## src/rtl/pgf_pkg.sv

```systemverilog
package pgf_pkg;
  localparam int NUM_CH = 3;   // phase inputs
  localparam int FLT_W  = 7;   // stability length width
  localparam int BLK_W  = 8;   // blanking length width
  localparam int SEL_W  = 2;   // divider select width
endpackage

```

## src/rtl/pgf_sync.sv

```systemverilog
module pgf_sync #(
  parameter int W = 3
) (
  input  logic         clk,
  input  logic         rst,
  input  logic [W-1:0] d,
  output logic [W-1:0] q
);
  logic [W-1:0] meta;

  always_ff @(posedge clk) begin
    if (rst) begin
      meta <= '0;
      q    <= '0;
    end else begin
      meta <= d;
      q    <= meta;
    end
  end
endmodule

```

## src/rtl/pgf_tick.sv

```systemverilog
module pgf_tick #(
  parameter int SEL_W = 2
) (
  input  logic             clk,
  input  logic             rst,
  input  logic [SEL_W-1:0] div_sel,
  output logic             tick
);
  localparam int DIVC_W = (1 << SEL_W) - 1;

  logic [DIVC_W-1:0] divc;
  logic [DIVC_W-1:0] mask;

  always_ff @(posedge clk) begin
    if (rst) divc <= '0;
    else     divc <= divc + DIVC_W'(1);
  end

  always_comb begin
    mask = (DIVC_W'(1) << div_sel) - DIVC_W'(1);
    tick = ((divc & mask) == '0);
  end
endmodule

```

## src/rtl/pgf_gate.sv

```systemverilog
module pgf_gate #(
  parameter int BLK_W = 8
) (
  input  logic             clk,
  input  logic             rst,
  input  logic             tick,
  input  logic             pwm_s,
  input  logic             sync_mode,
  input  logic             off_clear_en,
  input  logic [BLK_W-1:0] blank_len,
  output logic             samp_en,
  output logic             off_clr,
  output logic             blank_busy
);
  logic             pwm_q;
  logic [BLK_W-1:0] bcnt;
  logic             rise;

  always_comb begin
    rise       = pwm_s && !pwm_q;
    blank_busy = (bcnt != '0);
    samp_en    = tick && (!sync_mode || (pwm_s && !rise && !blank_busy));
    off_clr    = sync_mode && off_clear_en && !pwm_s;
  end

  always_ff @(posedge clk) begin
    if (rst) begin
      pwm_q <= 1'b0;
      bcnt  <= '0;
    end else begin
      pwm_q <= pwm_s;
      if (rise)
        bcnt <= blank_len;
      else if (tick && pwm_s && blank_busy)
        bcnt <= bcnt - BLK_W'(1);
    end
  end
endmodule

```

## src/rtl/pgf_chan.sv

```systemverilog
module pgf_chan #(
  parameter int FLT_W = 7
) (
  input  logic             clk,
  input  logic             rst,
  input  logic             smp,
  input  logic             clr,
  input  logic             din,
  input  logic [FLT_W-1:0] len,
  output logic             dout,
  output logic [FLT_W-1:0] cnt
);
  localparam logic [FLT_W-1:0] CNT_MAX = '1;

  logic             held;
  logic [FLT_W-1:0] nxt;

  always_comb begin
    if (din != held)        nxt = FLT_W'(1);
    else if (cnt == CNT_MAX) nxt = cnt;
    else                     nxt = cnt + FLT_W'(1);
  end

  always_ff @(posedge clk) begin
    if (rst) begin
      held <= 1'b0;
      cnt  <= '0;
      dout <= 1'b0;
    end else if (clr) begin
      cnt <= '0;
    end else if (smp) begin
      held <= din;
      cnt  <= nxt;
      if (nxt >= len) dout <= din;
    end
  end
endmodule

```

## src/rtl/phase_glitch_filter.sv

```systemverilog
module phase_glitch_filter
  import pgf_pkg::*;
#(
  parameter int N_CH   = NUM_CH,
  parameter int LEN_W  = FLT_W,
  parameter int BLNK_W = BLK_W,
  parameter int DSEL_W = SEL_W
) (
  input  logic              clk,
  input  logic              rst,
  input  logic [N_CH-1:0]   raw_in,
  input  logic              pwm_on,
  input  logic [DSEL_W-1:0] div_sel,
  input  logic [LEN_W-1:0]  filt_len,
  input  logic [BLNK_W-1:0] blank_len,
  input  logic              sync_mode,
  input  logic              off_clear_en,
  output logic [N_CH-1:0]   filt_out
);
  logic [N_CH-1:0]       in_s;
  logic                  pwm_s;
  logic                  tick;
  logic                  samp_en;
  logic                  off_clr;
  logic                  blank_busy;
  logic [N_CH*LEN_W-1:0] cnt_all;

  pgf_sync #(.W(N_CH + 1)) u_sync (
    .clk (clk),
    .rst (rst),
    .d   ({pwm_on, raw_in}),
    .q   ({pwm_s, in_s})
  );

  pgf_tick #(.SEL_W(DSEL_W)) u_tick (
    .clk     (clk),
    .rst     (rst),
    .div_sel (div_sel),
    .tick    (tick)
  );

  pgf_gate #(.BLK_W(BLNK_W)) u_gate (
    .clk          (clk),
    .rst          (rst),
    .tick         (tick),
    .pwm_s        (pwm_s),
    .sync_mode    (sync_mode),
    .off_clear_en (off_clear_en),
    .blank_len    (blank_len),
    .samp_en      (samp_en),
    .off_clr      (off_clr),
    .blank_busy   (blank_busy)
  );

  for (genvar g = 0; g < N_CH; g++) begin : g_ch
    pgf_chan #(.FLT_W(LEN_W)) u_chan (
      .clk  (clk),
      .rst  (rst),
      .smp  (samp_en),
      .clr  (off_clr),
      .din  (in_s[g]),
      .len  (filt_len),
      .dout (filt_out[g]),
      .cnt  (cnt_all[g*LEN_W +: LEN_W])
    );
  end
endmodule

```

## config.mk

```make
export PLATFORM = sky130hd
export DESIGN_NAME = phase_glitch_filter
export DESIGN_NICKNAME = d
export VERILOG_FILES = /design/src/rtl/pgf_pkg.sv /design/src/rtl/pgf_sync.sv /design/src/rtl/pgf_tick.sv /design/src/rtl/pgf_gate.sv /design/src/rtl/pgf_chan.sv /design/src/rtl/phase_glitch_filter.sv
export SDC_FILE = /design/constraint.sdc
export NUM_CORES = 1
export LEC_CHECK = 0
export ABC_AREA = 1
export BUFFER_PORTS_ARGS = -buffer_cell sky130_fd_sc_hd__buf_2
export CORE_MARGIN = 5
export CORE_UTILIZATION = 32
export CTS_BUF_LIST = sky130_fd_sc_hd__clkbuf_8
export DETAILED_ROUTE_END_ITERATION = 10
export GPL_TIMING_DRIVEN = 0
export PLACE_DENSITY = 0.56
export SYNTH_ARGS = -nofsm -noshare
export SYNTH_HDL_FRONTEND = slang
export SYNTH_SLANG_ARGS = --single-unit
```

## constraint.sdc

```tcl
create_clock -name clk -period 2.1 [get_ports clk]
set_input_delay 0.105 -clock clk [delete_from_list [all_inputs] [get_ports clk]]
set_output_delay 0.105 -clock clk [all_outputs]
set_load 0.005 [all_outputs]
```

Word-level counts from Yosys, hierarchy flattened
Cells that the tools add are included.
{"block": "totals", "elab_cells": 62, "rom_bits": 0, "ram_bits": 0, "n_memories": 0, "out_inout_bits": 3, "ff_bits": 47, "latchBits": 0}
{"block": "classes", "reduce_logical": 22, "eq_ne": 6, "bitwise_logic": 2, "n_addsub": 6, "n_div": 0, "shifts": 1, "order_cmp": 3, "n_mul": 0, "mux": 8}
{"cell": "$mux 7", "count": 6}
{"cell": "$add 7x1->7 const B", "count": 3}
{"cell": "$eq 7x7->1 const B", "count": 3}
{"cell": "$ge 7x7->1", "count": 3}
{"cell": "$mux 8", "count": 2}
{"cell": "$reduce_and 3->1", "count": 3}
{"cell": "$logic_and 1x1->1", "count": 8}
{"cell": "$reduce_bool 8->1", "count": 1}
{"cell": "$sub 8x1->8 const B", "count": 1}
{"cell": "$logic_not 1->1", "count": 5}
{"cell": "$add 3x1->3 const B", "count": 1}
{"cell": "$and 3x3->3", "count": 1}
{"cell": "$logic_not 3->1", "count": 1}
{"cell": "$ne 1x1->1", "count": 3}
{"cell": "$shl 1x2->3 const A", "count": 1}
{"cell": "$sub 3x2->3 const B", "count": 1}
{"cell": "$reduce_and 2->1", "count": 1}
{"cell": "$reduce_bool 2->1", "count": 1}
{"cell": "$reduce_or 2->1", "count": 1}
{"cell": "$logic_or 1x1->1", "count": 1}
{"cell": "$not 1->1", "count": 1}

Longest topological paths before layout
Gate-level depths: netlist of the first run.
{"block": "depth", "word_depth": 8, "ltp_mapped": 18, "depth_no_buf": 18}

Hierarchy
Synthesis of the first run repeated with hierarchy kept, for this count alone.
{"block": "unflattened", "cells_unflattened": 496, "hier_area_um2": 3286.9}
{"module": "pgf_chan", "area_per_inst_um2": 759.5, "seq_area_each_um2": 180.2, "n_inst": 3, "cells_per_inst": 119}
{"module": "pgf_gate", "area_per_inst_um2": 648.1, "seq_area_each_um2": 180.2, "n_inst": 1, "cells_per_inst": 95}
{"module": "pgf_sync", "area_per_inst_um2": 231.5, "seq_area_each_um2": 160.2, "n_inst": 1, "cells_per_inst": 25}
{"module": "pgf_tick", "area_per_inst_um2": 128.9, "seq_area_each_um2": 60.1, "n_inst": 1, "cells_per_inst": 19}

Least setup slack after synthesis of the first run
No wires, ideal clock.
{"block": "synth_timing", "kind": "flip-flop to flip-flop", "start": "reg g_ch[1].u_chan.cnt[1]", "end": "reg g_ch[1].u_chan.dout", "path_stages_with_launch": 15, "setup_slack_ns": 0.063, "n_path_buf": 0, "arrival_ns": 1.924, "setup_ns": 0.113, "cell_sequence": "dfxtp_1 ha_1 nand2_1 inv_1 nand4_2 o211ai_1 inv_1 ha_1 and3_1 nand2_1 nand3_1 inv_1 nor2_2 nor2_1 nor2_1"}
{"block": "synth_via", "elab_chain_cells": 5}
{"element": "start: declaration", "line": "pgf_chan.sv:11", "text": "output logic [FLT_W-1:0] cnt"}
{"element": "start signal: assignment", "line": "pgf_chan.sv:33", "text": "cnt <= nxt;"}
{"element": "$add 7x1->7 / $eq 7x7->1 (equally long branches)", "line": "pgf_chan.sv:21, pgf_chan.sv:20"}
{"element": "$mux 7 *", "line": "pgf_chan.sv:20", "text": "else if (cnt == CNT_MAX) nxt = cnt;"}
{"element": "$mux 7 *", "line": "pgf_chan.sv:19", "text": "if (din != held) nxt = FLT_W'(1);"}
{"element": "net g_ch[1].u_chan.nxt[1]", "line": "pgf_chan.sv:16", "text": "logic [FLT_W-1:0] nxt;"}
{"element": "$ge 7x7->1 *", "line": "pgf_chan.sv:34", "text": "if (nxt >= len) dout <= din;"}
{"element": "$reduce_and 3->1 (no source line) *"}
{"element": "end signal: assignment", "line": "pgf_chan.sv:34"}
{"element": "end: declaration", "line": "pgf_chan.sv:10", "text": "output logic dout,"}
Mark *: on every way through the listed nets, which the timed path passes. The rest lies on a longest branch.
A chain may end at the register's enable or synchronous reset.

Final worst setup path of the first run
{"block": "layout_timing", "start": "reg g_ch[2].u_chan.cnt[1]", "end": "reg g_ch[2].u_chan.dout"}
{"block": "layout_via", "elab_chain_cells": 5}
{"element": "start: declaration", "line": "pgf_chan.sv:11"}
{"element": "start signal: assignment", "line": "pgf_chan.sv:33"}
{"element": "$add 7x1->7 / $eq 7x7->1 (equally long branches)", "line": "pgf_chan.sv:21, pgf_chan.sv:20"}
{"element": "$mux 7 *", "line": "pgf_chan.sv:20"}
{"element": "$mux 7 *", "line": "pgf_chan.sv:19"}
{"element": "net g_ch[2].u_chan.nxt[5]", "line": "pgf_chan.sv:16"}
{"element": "$ge 7x7->1 *", "line": "pgf_chan.sv:34"}
{"element": "$reduce_and 3->1 (no source line) *"}
{"element": "end signal: assignment", "line": "pgf_chan.sv:34"}
{"element": "end: declaration", "line": "pgf_chan.sv:10"}
Marks and branches as above.

==> results of run 1 <==
through the flow:
| stage | hold WS, ns | total power, mW |
|---|---|---|
| 3_5_place_dp | 0.312 | 1.61 |
| 4_1_cts | 0.00475 | 2.24 |
| 3_3_place_gp | 0.306 | 1.60 |
| 6_report | 0.00150 | 2.33 |
| 5_1_grt | 0.00624 | 2.52 |
| 2_1_floorplan | 0.174 | 1.46 |
Yosys cell counts (all sizes together):
cell    count  share of area
nand4       6          0.016
inv        95           0.11
dfxtp      47           0.30
nand3      31          0.051
clkbuf      4         0.0048
buf         8          0.022
nand2     131           0.16
nand3b      1         0.0024
o211ai      2         0.0048
nor2       90           0.11
or2         1         0.0020
xor2        4          0.011
o21ai      25          0.040
a31oi       4         0.0079
a21oi      21          0.033
xnor2       2         0.0056
and3        3         0.0060
ha         27           0.11
nor3        2         0.0032
power by group through the flow:
stage	combinational (mW)	sequential, mW	clock [mW]
final	0.725	1.03	0.572
after global routing	0.837	1.04	0.637
after CTS	0.629	1.02	0.592
after detailed placement	0.578	1.03	0
after global placement	0.562	1.03	0
after floorplan	0.439	1.02	0
final timing paths:
path	start	endpoint	slack, ns	cells after the start
max	g_ch[2].u_chan.cnt[1]$_SDFFE_PP0P_	g_ch[2].u_chan.dout$_SDFFE_PP0P_	-0.02	17
min	raw_in[0]	u_sync.meta[0]$_SDFF_PP0_	0.001	3
max reg2reg	g_ch[2].u_chan.cnt[1]$_SDFFE_PP0P_	g_ch[2].u_chan.dout$_SDFFE_PP0P_	-0.02	17
min reg2reg	u_sync.meta[1]$_SDFF_PP0_	u_sync.q[1]$_SDFF_PP0_	0.40	2
routing by layer:
metal  up-vias  GRT usage  wire length, µm
met4         0     0.0445               65
met5         -          0                0
met3         6     0.0243              207
met1      1407      0.185             3850
met2        37      0.247             4110
li1       1670          -                -
worst max-delay path, delay by kind of cell, from the launching register on:
| family | cells | cell delay [ns] |
|---|---|---|
| simple gates | 12 | 1.05 |
| fa+ha+maj | 2 | 0.43 |
| flops | 1 | 0.37 |
| buf+inv | 3 | 0.20 |
logic make-up after synthesis:
group,Yosys count,synth area share
AOI/OAI and AO/OA,52,0.0857
and+or+nand+nor,265,0.352
buffers and inverters,107,0.140
DFF,47,0.298
adders and majority gates,27,0.107
xor gates and xnor gates,6,0.0167
flip-flops by register name, indices dropped and copies added, names as in the netlist:
| register | count |
|---|---|
| g_ch.u_chan.cnt | 21 |
| u_sync.q | 4 |
| g_ch.u_chan.held | 3 |
| g_ch.u_chan.dout | 3 |
| u_tick.divc | 3 |
| u_sync.meta | 4 |
| u_gate.pwm_q | 1 |
| u_gate.bcnt | 8 |
what timing repair did:
action                                 in CTS  in global routing
endpoints found under the hold margin       3                  0
hold buffers                                3                  0
cloned                                      1                  0
resized for setup                          34                 72
setup endpoints to repair                   3                  3
buffers inserted                           13                  4
pin swaps                                  12                 34
final cells by class:
class / instances / area [µm²] / share of cell area
Buffer: 12 / 83.8 / 0.0202
Clock buffer: 5 / 68.8 / 0.0166
Clock inverter: 3 / 20.0 / 0.00482
Inverter: 95 / 369 / 0.0889
Multi-Input combinational cell: 351 / 2190 / 0.528
Sequential cell: 47 / 957 / 0.231
Tap cell: 133 / 166 / 0.0401
Timing Repair Buffer: 47 / 293 / 0.0705
==> impl_summary.md, run 1 <==
Outcome
The run finished, with violations left. The final reports fail on negative setup slack.

Placed design
Detailed placement ended at an HPWL of 5.57 mm. The number of cells after detailed placement is 664. At the end of routability-driven placement, the weighted congestion stood at 0.854. In this run the tool buffered the top-level ports with 27 buffer cells. The placed instances occupy a cell area of 0.00346 mm².

At the placement stage, the worst setup path has a slack of -0.370 ns.

Power
The standby leakage power is 2.17 nW. The power spent charging and discharging nets is 0.829 mW. IR analysis of the VDD net gives a maximum drop of 0.336 mV. Dividing total power by cell area gives a power density of 561 mW/mm². The share of total power consumed by net switching is 0.356.

The combinational share of power is 0.311. The sequential fraction of design power is 0.443. The proportion of power drawn by the clock network is 0.246. The internal power of the cells is 1.50 mW.

Final layout
The signed area change from the synthesized netlist to the final layout is 31.6%. The number of antenna diodes in the final layout is 0. The final cell area excluding filler cells is 0.00415 mm². The net count of the finished layout is 611. The number of standard cells in the final layout excluding fillers is 693. The layout filler cell count is 1026.

The most common cell after layout, fill and taps aside is nand2_1. The final standard cell utilization of the core is 0.429. The library cells used most frequently in the layout, excluding fill and tap cells, are 113 x nand2_1, 81 x inv_1, 80 x nor2_1. Of the cells placed in the final design, the portion with a size suffix greater than 1 is 0.279.

Timing
The highest clock frequency the design can meet is 472 MHz. The number of pins exceeding their max-slew limit in the final report is 0. Setup violations remaining at the end of the flow were counted as 1. The number of failing hold endpoints at the final stage is 0.

Setup slack on the critical path of the routed design comes to -0.0184 ns. The headroom to the max-slew limit is 0.646. On the final layout, the worst clock skew is 0.0134 ns. Setup repair after global routing could not meet its margin everywhere. Dividing the final minimum period by the clock period gives 1.01.

The final sum of negative setup slack is -0.0184 ns. For the pin with the worst max-slew slack, the measured transition is 0.531 ns. Counting I/O delays and the setup requirement, the final critical path takes 2.12 ns.

Worst setup path
The category of the worst setup path launch point is a register. In this run the worst path has a maximum fanout of 8. On the critical path, the stage with the largest delay is an instance of dfxtp_2. The critical path is of the reg -> reg type.

The worst path arrival time is 2.36 ns. The cell occurring most often along the worst timing path is nand2_2. The worst path required time is 2.34 ns. The delay contributed by the slowest stage of the critical path is 0.37 ns. STA classifies the critical path endpoint as a register.

The critical path goes through ha_4 > nand2_4 > inv_4 > nand4_4 > nand2_2 > nand2_1 > nand3_2 > inv_1 > ha_4 > nand2_2 > nor2_4 > nand2_2 > nand3_4 > inv_2 > nor2_2 > nor2_1 > nor2_1.

Detailed routing
The final wirelength is 8.23 mm. The count of nets left with antenna violations after detail routing is 0. For this block, the initial DRC count from the detailed router was 81. After detailed routing, the number of vias per cell comes to 4.50. The average wire per standard cell is 11.9 µm.

The routed layout has 3120 vias. The total iterations of the first detailed-routing run is 4. The number of DRC violations after detailed routing is 0.

Global route
The remaining global-route overflow is 0. The overall routing resource usage is 0.144. The pin count of the biggest net entering global routing is 16.

The initial antenna violation count was 0. The number of global-route vias before repair is 3165. The global-route wire length before repair is 13.8 mm.

Floorplanning
The standard cell core area is 0.00968 mm². The height of the die is 109 µm. The total I/O pin count is 28. In this run the horizontal extent of the chip is 109 µm. The initialized floorplan defines 36 standard-cell rows. The die covers 0.0119 mm². The starting density of the core is 0.326.

CTS
The tree built by TritonCTS fans out to 47 sinks. The number of levels the H-tree was split into is 2. The insertion delay of the later-clocked pin in the worst-skew pair is 0.31 ns. The clock-pin slew reported for the worst setup and hold paths after clock tree synthesis is 0.10 ns. The number of clock buffers added by TritonCTS is 5. The clock root buffer master is clkbuf_8. TritonCTS built the clock tree. The longest clock path from root to sink contains 2 buffers.

Synthesis
The number of nets in the synthesized netlist is 556. The number of distinct standard cells referenced by the synthesized netlist is 29. The total number of yosys warnings is 0. The cell area after synthesis is 0.00315 mm². The number of register bits inferred by synthesis is 47. The average instance area after synthesis is 6.26 µm².

The number of instances in the synthesized netlist is 504. The share of the Yosys chip area taken by registers is 0.298.

Job
The number of maximum-capacitance violations is 0.

Worst hold path
The tightest min-delay check is of the in -> reg type.
(Power assumes the default switching activity.)
==> run 2: changes to the inputs <==
Settings changed: CELL_PAD_IN_SITES_DETAIL_PLACEMENT set to 1, CELL_PAD_IN_SITES_GLOBAL_PLACEMENT set to 1, PLACE_DENSITY 0.56 to not set, PLACE_DENSITY_LB_ADDON set to 0.1.
==> run 2 against run 1 <==
Critical path depth is the same. The flow still finishes with violations (negative setup slack). Setup slack got worse by 0.039 ns. Wire length up 12%. Final area is 0.48% higher. Via count is 1.7% higher. Final cell count unchanged. Largest cell class unchanged.
==> impl_summary.md, run 2 (same netlist as run 1, synthesis figures left out) <==
Outcome
The run finished, with violations left. The checks that failed: negative setup slack.

Worst setup path
STA classifies the critical path endpoint as a register. Grouping stages by cell kind, the critical path spends the most delay in simple AND/OR/NAND/NOR gates. The critical path contains buffers and inverters numbering 4 combined.

By startpoint and endpoint, the worst setup path is classified as reg -> reg. The delay contributed by the slowest stage of the critical path is 0.37 ns. The worst path required time is 2.31 ns. The category of the worst setup path launch point is a register.

The largest fanout on the critical path is 8. Traced cell by cell, the critical path runs through ha_4 > nand2_4 > inv_4 > nand4_4 > buf_4 > nand2_1 > nand2_1 > inv_1 > ha_4 > a21oi_2 > nand2_1 > nand2_2 > nand3_4 > inv_2 > nor2_2 > nor2_1 > nor2_1. The cell occurring most often along the worst timing path is nand2_1. The critical path's slowest cell is dfxtp_2.

For the worst setup path, the data arrival time is 2.37 ns.

Detailed routing
The number of DRC violations after detailed routing is 0. In the final routed layout, each cell accounts on average for 13.3 µm. In the routed layout, each cell is associated on average with a via count of 4.58. The total via count after detailed routing is 3172. The violation count after the first detailed-routing iteration is 63.

The first detailed-routing pass took 4 iterations. In the final routing, the length of wire on met1 measures 4.27 mm. Wire segments on met2 add up to 4.62 mm in the final route. Detailed routing placed a total of 241 µm of wire on met3. The final wirelength is 9.21 mm. The top metal layer carrying routed signals is met4.

Once detail routing completed, the nets flagged for antenna violations numbered 0.

Final layout
The register with the most flip-flops in the layout has 21 of them. The largest register by flop count is g_ch.u_chan.cnt. The layout filler cell count is 1264.

The total area of multi-input combinational cells is 0.00219 mm². In the layout the commonest cells are 116 x nand2_1, 80 x nor2_1, 79 x inv_1. In the final layout, the registers with the most flip-flops are g_ch.u_chan.cnt x21, u_gate.bcnt x8.

Of the cells placed in the final design, the portion with a size suffix greater than 1 is 0.261. The final cell area excluding filler cells is 0.00417 mm². The final layout contains 611 nets. The finished layout holds 693 standard cells, fillers aside. The library cell used most frequently in the layout, excluding fill and tap cells, is nand2_1. The final antenna diode count is 0.

The storage element area is 953 µm². From synthesis to final layout, the design area changed by 32.2%.

Timing
The worst clock skew is 0.0171 ns. The number of pins exceeding their max-slew limit in the final report is 0. The post-route clock period utilization is 1.03. The worst hold-check slack is 0.0267 ns. Measured against its own limit, the worst slew margin works out to 0.614.

The number of failing hold endpoints at the final stage is 0. The setup violation total in the final timing report is 2. The minimum clock period after layout is 2.16 ns. The final sum of negative setup slack is -0.0641 ns.

Across all setup checks in the final design, the least slack found is -0.0572 ns. Static timing analysis puts the maximum clock frequency at 464 MHz. Setup repair after global routing could not meet its margin everywhere.

For the pin with the worst max-slew slack, the measured transition is 0.579 ns.

CTS
The later pin in the worst-skew pair is clocked with a latency of 0.31 ns. The clock sink total is 47. The CTS tree is yes. CTS built an H-tree with a depth of 2. The clock-pin slew reported for the worst setup and hold paths after clock tree synthesis is 0.10 ns. The number of clock buffers added by TritonCTS is 5. The maximum buffer depth of the clock tree is 2. The clock root buffer master is clkbuf_8.

Global route
The number of global-route vias before repair was 3218. The initial antenna violation count was 0. Entering global routing, the biggest net connects 17 pins. The overall routing resource usage is 0.158. The remaining global-route overflow is 0.

The first global-routing pass estimated 15.0 mm of wire.

Floorplanning
The die covers 0.0119 mm². The starting density of the core is 0.326. The standard cell core area is 0.00968 mm². After floorplanning, the core was divided into 36 placement rows. The floorplan step set the die height to 109 µm.

The floorplan step set the die width to 109 µm. The total I/O pin count is 28.

Placed design
The placed standard-cell area is 0.00346 mm². The detailed-placement wirelength estimate is 6.70 mm. The count of port buffers added during placement is 27. The placer congestion estimate is 0.790. The number of cells after detailed placement is 664.

The post-placement setup slack is -0.398 ns.

Power
The share of total power dissipated in combinational logic is 0.300. Summed over all cells, the static leakage comes to 2.18 nW. For this design the ratio of total power to cell area is 595 mW/mm². The sequential fraction of design power is 0.415. The worst-case IR drop observed on VDD is 0.288 mV. The share of total power consumed by net switching is 0.345.

The proportion of power drawn by the clock network is 0.285. Summed over all nets, the switching power comes to 0.855 mW. The internal power of the cells is 1.63 mW.

Job
Max-cap violations in this run came to 0.

Worst hold path
The tightest min-delay check is of the in -> reg type.
## run 2: cell types whose count changed in the layout (fill, tap and decap cells not counted), moves of 3 or more
cell and change:
dfxtp_2 -6, dfxtp_1 +5, nand2_1 +3, nand2_2 -3
o21ai_0 +3
## run 2: final cells by class
type	instances	share of cell area
multi-input combinational	351	0.525
sequential	47	0.229
inverter	95	0.0885
timing repair buffer	47	0.0708
tap	133	0.0399
buffer	12	0.0201
clock buffer	5	0.0165
clock inverter	3	0.0111
## run 2: final timing paths
path	start	to	slack, ns	cells after the start
max	g_ch[2].u_chan.cnt[1]$_SDFFE_PP0P_	g_ch[2].u_chan.dout$_SDFFE_PP0P_	-0.06	17
min reg2reg	u_sync.meta[2]$_SDFF_PP0_	u_sync.q[2]$_SDFF_PP0_	0.41	2
min	rst	u_tick.divc[2]$_SDFF_PP0_	0.03	2
max reg2reg	g_ch[2].u_chan.cnt[1]$_SDFFE_PP0P_	g_ch[2].u_chan.dout$_SDFFE_PP0P_	-0.06	17
## run 2: per-layer routing
metal  global-route usage  vias to the layer above
li1                     -                     1658
met1                0.202                     1477
met2                0.281                       31
met3               0.0255                        6
met4               0.0338                        0
met5                    0                        -
## run 2: what timing repair did
action	4_1_cts	5_1_grt
hold buffers	4	0
gates resized for setup	40	54
gates cloned	1	0
pin swaps	18	28
buffers inserted	12	4
setup endpoints to repair	3	3
hold endpoints to repair	4	0
## run 2: power by group through the flow
stage	Combinational, mW	Clock [mW]	Sequential [mW]
4_1_cts	0.649	0.741	1.03
2_1_floorplan	0.439	0	1.02
3_5_place_dp	0.603	0	1.04
3_3_place_gp	0.582	0	1.03
5_1_grt	0.857	0.767	1.04
6_report	0.744	0.706	1.03
## run 2: stage by stage
step	power [mW]	utilization
floorplan	1.46	-
global placement	1.61	0.357
CTS	2.41	0.399
global route	2.66	0.431
detailed placement	1.64	0.357
finish	2.48	0.431
==> run 3: changes to the inputs <==
Settings changed: CORE_UTILIZATION 32 to 39, SKIP_LAST_GASP set to 1.
==> run 3 against run 2 <==
The run still ends with negative setup slack left. Critical path depth down 2. First-iteration DRC count shrank 1.6%. Register-to-register slack worse by 0.03 ns. Via count is 5.3% higher. Die area fell by 16%. Sequential power is essentially flat. Fmax shrank 1.4%. Non-clock buffer count grew 8. Flip-flop and latch count unchanged. Clock power grew 2%. Setup slack got worse by 0.031 ns. Combinational power up 10%. Largest cell class unchanged.
==> impl_summary.md, run 3 (same netlist as run 1, synthesis figures left out) <==
Power
The power density over the cells is 602 mW/mm². The combinational share of power is 0.319. The standby leakage power is 2.21 nW. The internal power of the cells totals 1.66 mW. The sequential fraction of design power is 0.401. The maximum ir drop on the vdd rail is 0.382 mV.

Of the total power, the share spent switching nets is 0.353. The power spent charging and discharging nets is 0.908 mW. The share of total power dissipated in the clock network is 0.281.

Placed design
The placed standard-cell area is 0.00342 mm². The number of cells after detailed placement is 633. The post-placement setup slack is -0.392 ns.

The detailed-placement wirelength estimate is 6.65 mm. The congestion estimate from routability-driven global placement came to 0.796. The count of port buffers added during placement is 27.

Detailed routing
After the first detailed-routing iteration, the DRC count stood at 62. Across all layers, the routed design uses 3340 vias. The number of DRC violations after detailed routing is 0. The total iterations of the first detailed-routing run is 4.

The final wirelength is 10.1 mm. The average wire per standard cell is 15.1 µm. Once detail routing completed, the nets flagged for antenna violations numbered 0. The via count normalized by instance count is 4.99.

Global route
The initial antenna violation count is 0. Entering global routing, the biggest net connects 17 pins. The global-route wire length before repair is 15.7 mm. The number of global-route vias before repair is 3488.

The remaining global-route overflow is 0. Across every metal layer, demand over resource in global routing totals 0.192.

Worst setup path
The worst path required time is 2.35 ns. The worst setup path is captured at a register. The category of the most critical setup path is reg -> reg. STA classifies the critical path startpoint as a register. For the worst setup path, the data arrival time is 2.44 ns. Of all nets on the critical path, the largest fanout is 8.

Outcome
The flow ran to the end, but the final reports show violations. The checks that failed: negative setup slack.

Final layout
The flip-flop count of the largest register, all copies and words added is 21. The most common cell after layout, fill and taps aside is nand2_1. At the end of the flow, the number of nets in the layout was 619. Once layout is complete, the cells apart from fillers number 670. 0 antenna diodes ended up in the layout. Of the cells placed in the final design, the portion with a size suffix greater than 1 is 0.296. The largest registers in the layout are g_ch.u_chan.cnt x21, u_gate.bcnt x8. The library cells used most frequently in the layout, excluding fill and tap cells, are 110 x nand2_1, 80 x nor2_1, 74 x inv_1. The layout filler cell count is 1040. Once layout is complete, the utilization of the core stands at 0.547. The largest register by flop count is g_ch.u_chan.cnt.

The signed area change from the synthesized netlist to the final layout is 35.4%. The final cell area excluding filler cells is 0.00427 mm². The total area of multi-input combinational cells is 0.00226 mm².

The storage element area is 955 µm².

Timing
Hold is met by 0.0267 ns. Derived from the worst setup path, the maximum achievable clock frequency is 457 MHz. At the pin with the least slew margin, the transition time is 0.620 ns. The minimum setup slack in the final design is -0.0879 ns. Setup violations remaining at the end of the flow were counted as 3. Setup repair after global routing could not meet its margin everywhere. The minimum clock period after layout is 2.19 ns. The number of pins exceeding their max-slew limit in the final report is 0. The number of failing hold endpoints at the final stage came to 0.

In this run the tightest slew margin relative to its limit is 0.587. Between clock sinks in the finished design, the worst skew comes to 0.00416 ns. The post-route clock period utilization is 1.04.

CTS
The clock sink total is 47. The clock root buffer master is clkbuf_8. The number of clock buffers inserted by TritonCTS is 5.

The clock-pin slew reported for the worst setup and hold paths after clock tree synthesis is 0.10 ns. The number of levels the H-tree was split into is 2. The insertion delay of the later-clocked pin in the worst-skew pair is 0.31 ns. The CTS tree is yes. The maximum buffer depth of the clock tree is 2.

Floorplanning
From left edge to right edge, the die measures 99.9 µm. The die covers 0.00999 mm². The starting density of the core is 0.404. During I/O placement, the number of pins put on the boundary was 28. The floorplan step set the die height to 99.9 µm. The total number of placement rows is 32. The floorplan step defined a core boundary enclosing 0.00781 mm².

Worst hold path
The path class of the tightest hold or removal check is in -> reg.

Job
The number of maximum-capacitance violations is 0.
-- run 3: metal layers --
layer / vias to the layer above / routed length, µm / GRT usage
met4: 0 / 150 / 0.0378
met5: - / 0 / 0
met3: 16 / 233 / 0.0215
met2: 55 / 5320 / 0.373
li1: 1682 / - / -
met1: 1587 / 4410 / 0.226
-- run 3: what timing repair did --
action                     CTS  global route
gates cloned                 1             0
pin swaps                   18            46
hold buffers                 4             0
gates resized for setup     48            71
hold endpoints to repair     4             0
setup endpoints to repair    3             3
buffers inserted            15             9
-- run 3: power by group through the flow --
stage          clock (mW)  combinational [mW]  sequential [mW]
3_5_place_dp            0               0.598             1.04
3_3_place_gp            0               0.570             1.03
6_report            0.721               0.820             1.03
5_1_grt             0.779               0.924             1.04
4_1_cts             0.731               0.669             1.03
2_1_floorplan           0               0.439             1.02
-- run 3: path summary, 6_finish.rpt --
kind | slack [ns] | start | depth (start not counted) | to
max | -0.09 | g_ch[2].u_chan.cnt[0]$_SDFFE_PP0P_ | 15 | g_ch[2].u_chan.dout$_SDFFE_PP0P_
max reg2reg | -0.09 | g_ch[2].u_chan.cnt[0]$_SDFFE_PP0P_ | 15 | g_ch[2].u_chan.dout$_SDFFE_PP0P_
min reg2reg | 0.41 | u_sync.meta[1]$_SDFF_PP0_ | 2 | u_sync.q[1]$_SDFF_PP0_
min | 0.03 | rst | 2 | u_tick.divc[2]$_SDFF_PP0_
-- run 3: area by class of cell --
type                    instances  area share
plain buffers                  12      0.0196
clock buffers                   5      0.0161
clock inverters                 3      0.0111
inverters                      95      0.0864
multi-input cells             351       0.528
flip-flops and latches         47       0.223
well taps                     102      0.0299
repair buffers                 55      0.0849
-- run 3: worst max-delay path, stage by stage, from the launching register on --
cell and delay, ns:
dfxtp_2 0.38, ha_4 0.16, nand2_4 0.06, inv_4 0.07
nand4_4 0.16, o211ai_1 0.28, inv_1 0.12, ha_4 0.29
nand3_2 0.07, nand2_1 0.08, nand2_1 0.09, nand3_4 0.12
inv_2 0.04, nor2_1 0.08, nor2_1 0.04, nor2_1 0.09
-- run 3: metrics by stage --
stage | setup TNS, ns | total power, mW
final | -0.162 | 2.57
after floorplan | 0 | 1.46
after detailed placement | -1.13 | 1.63
after CTS | -0.0683 | 2.43
after global routing | -0.568 | 2.74
after global placement | -0.974 | 1.60
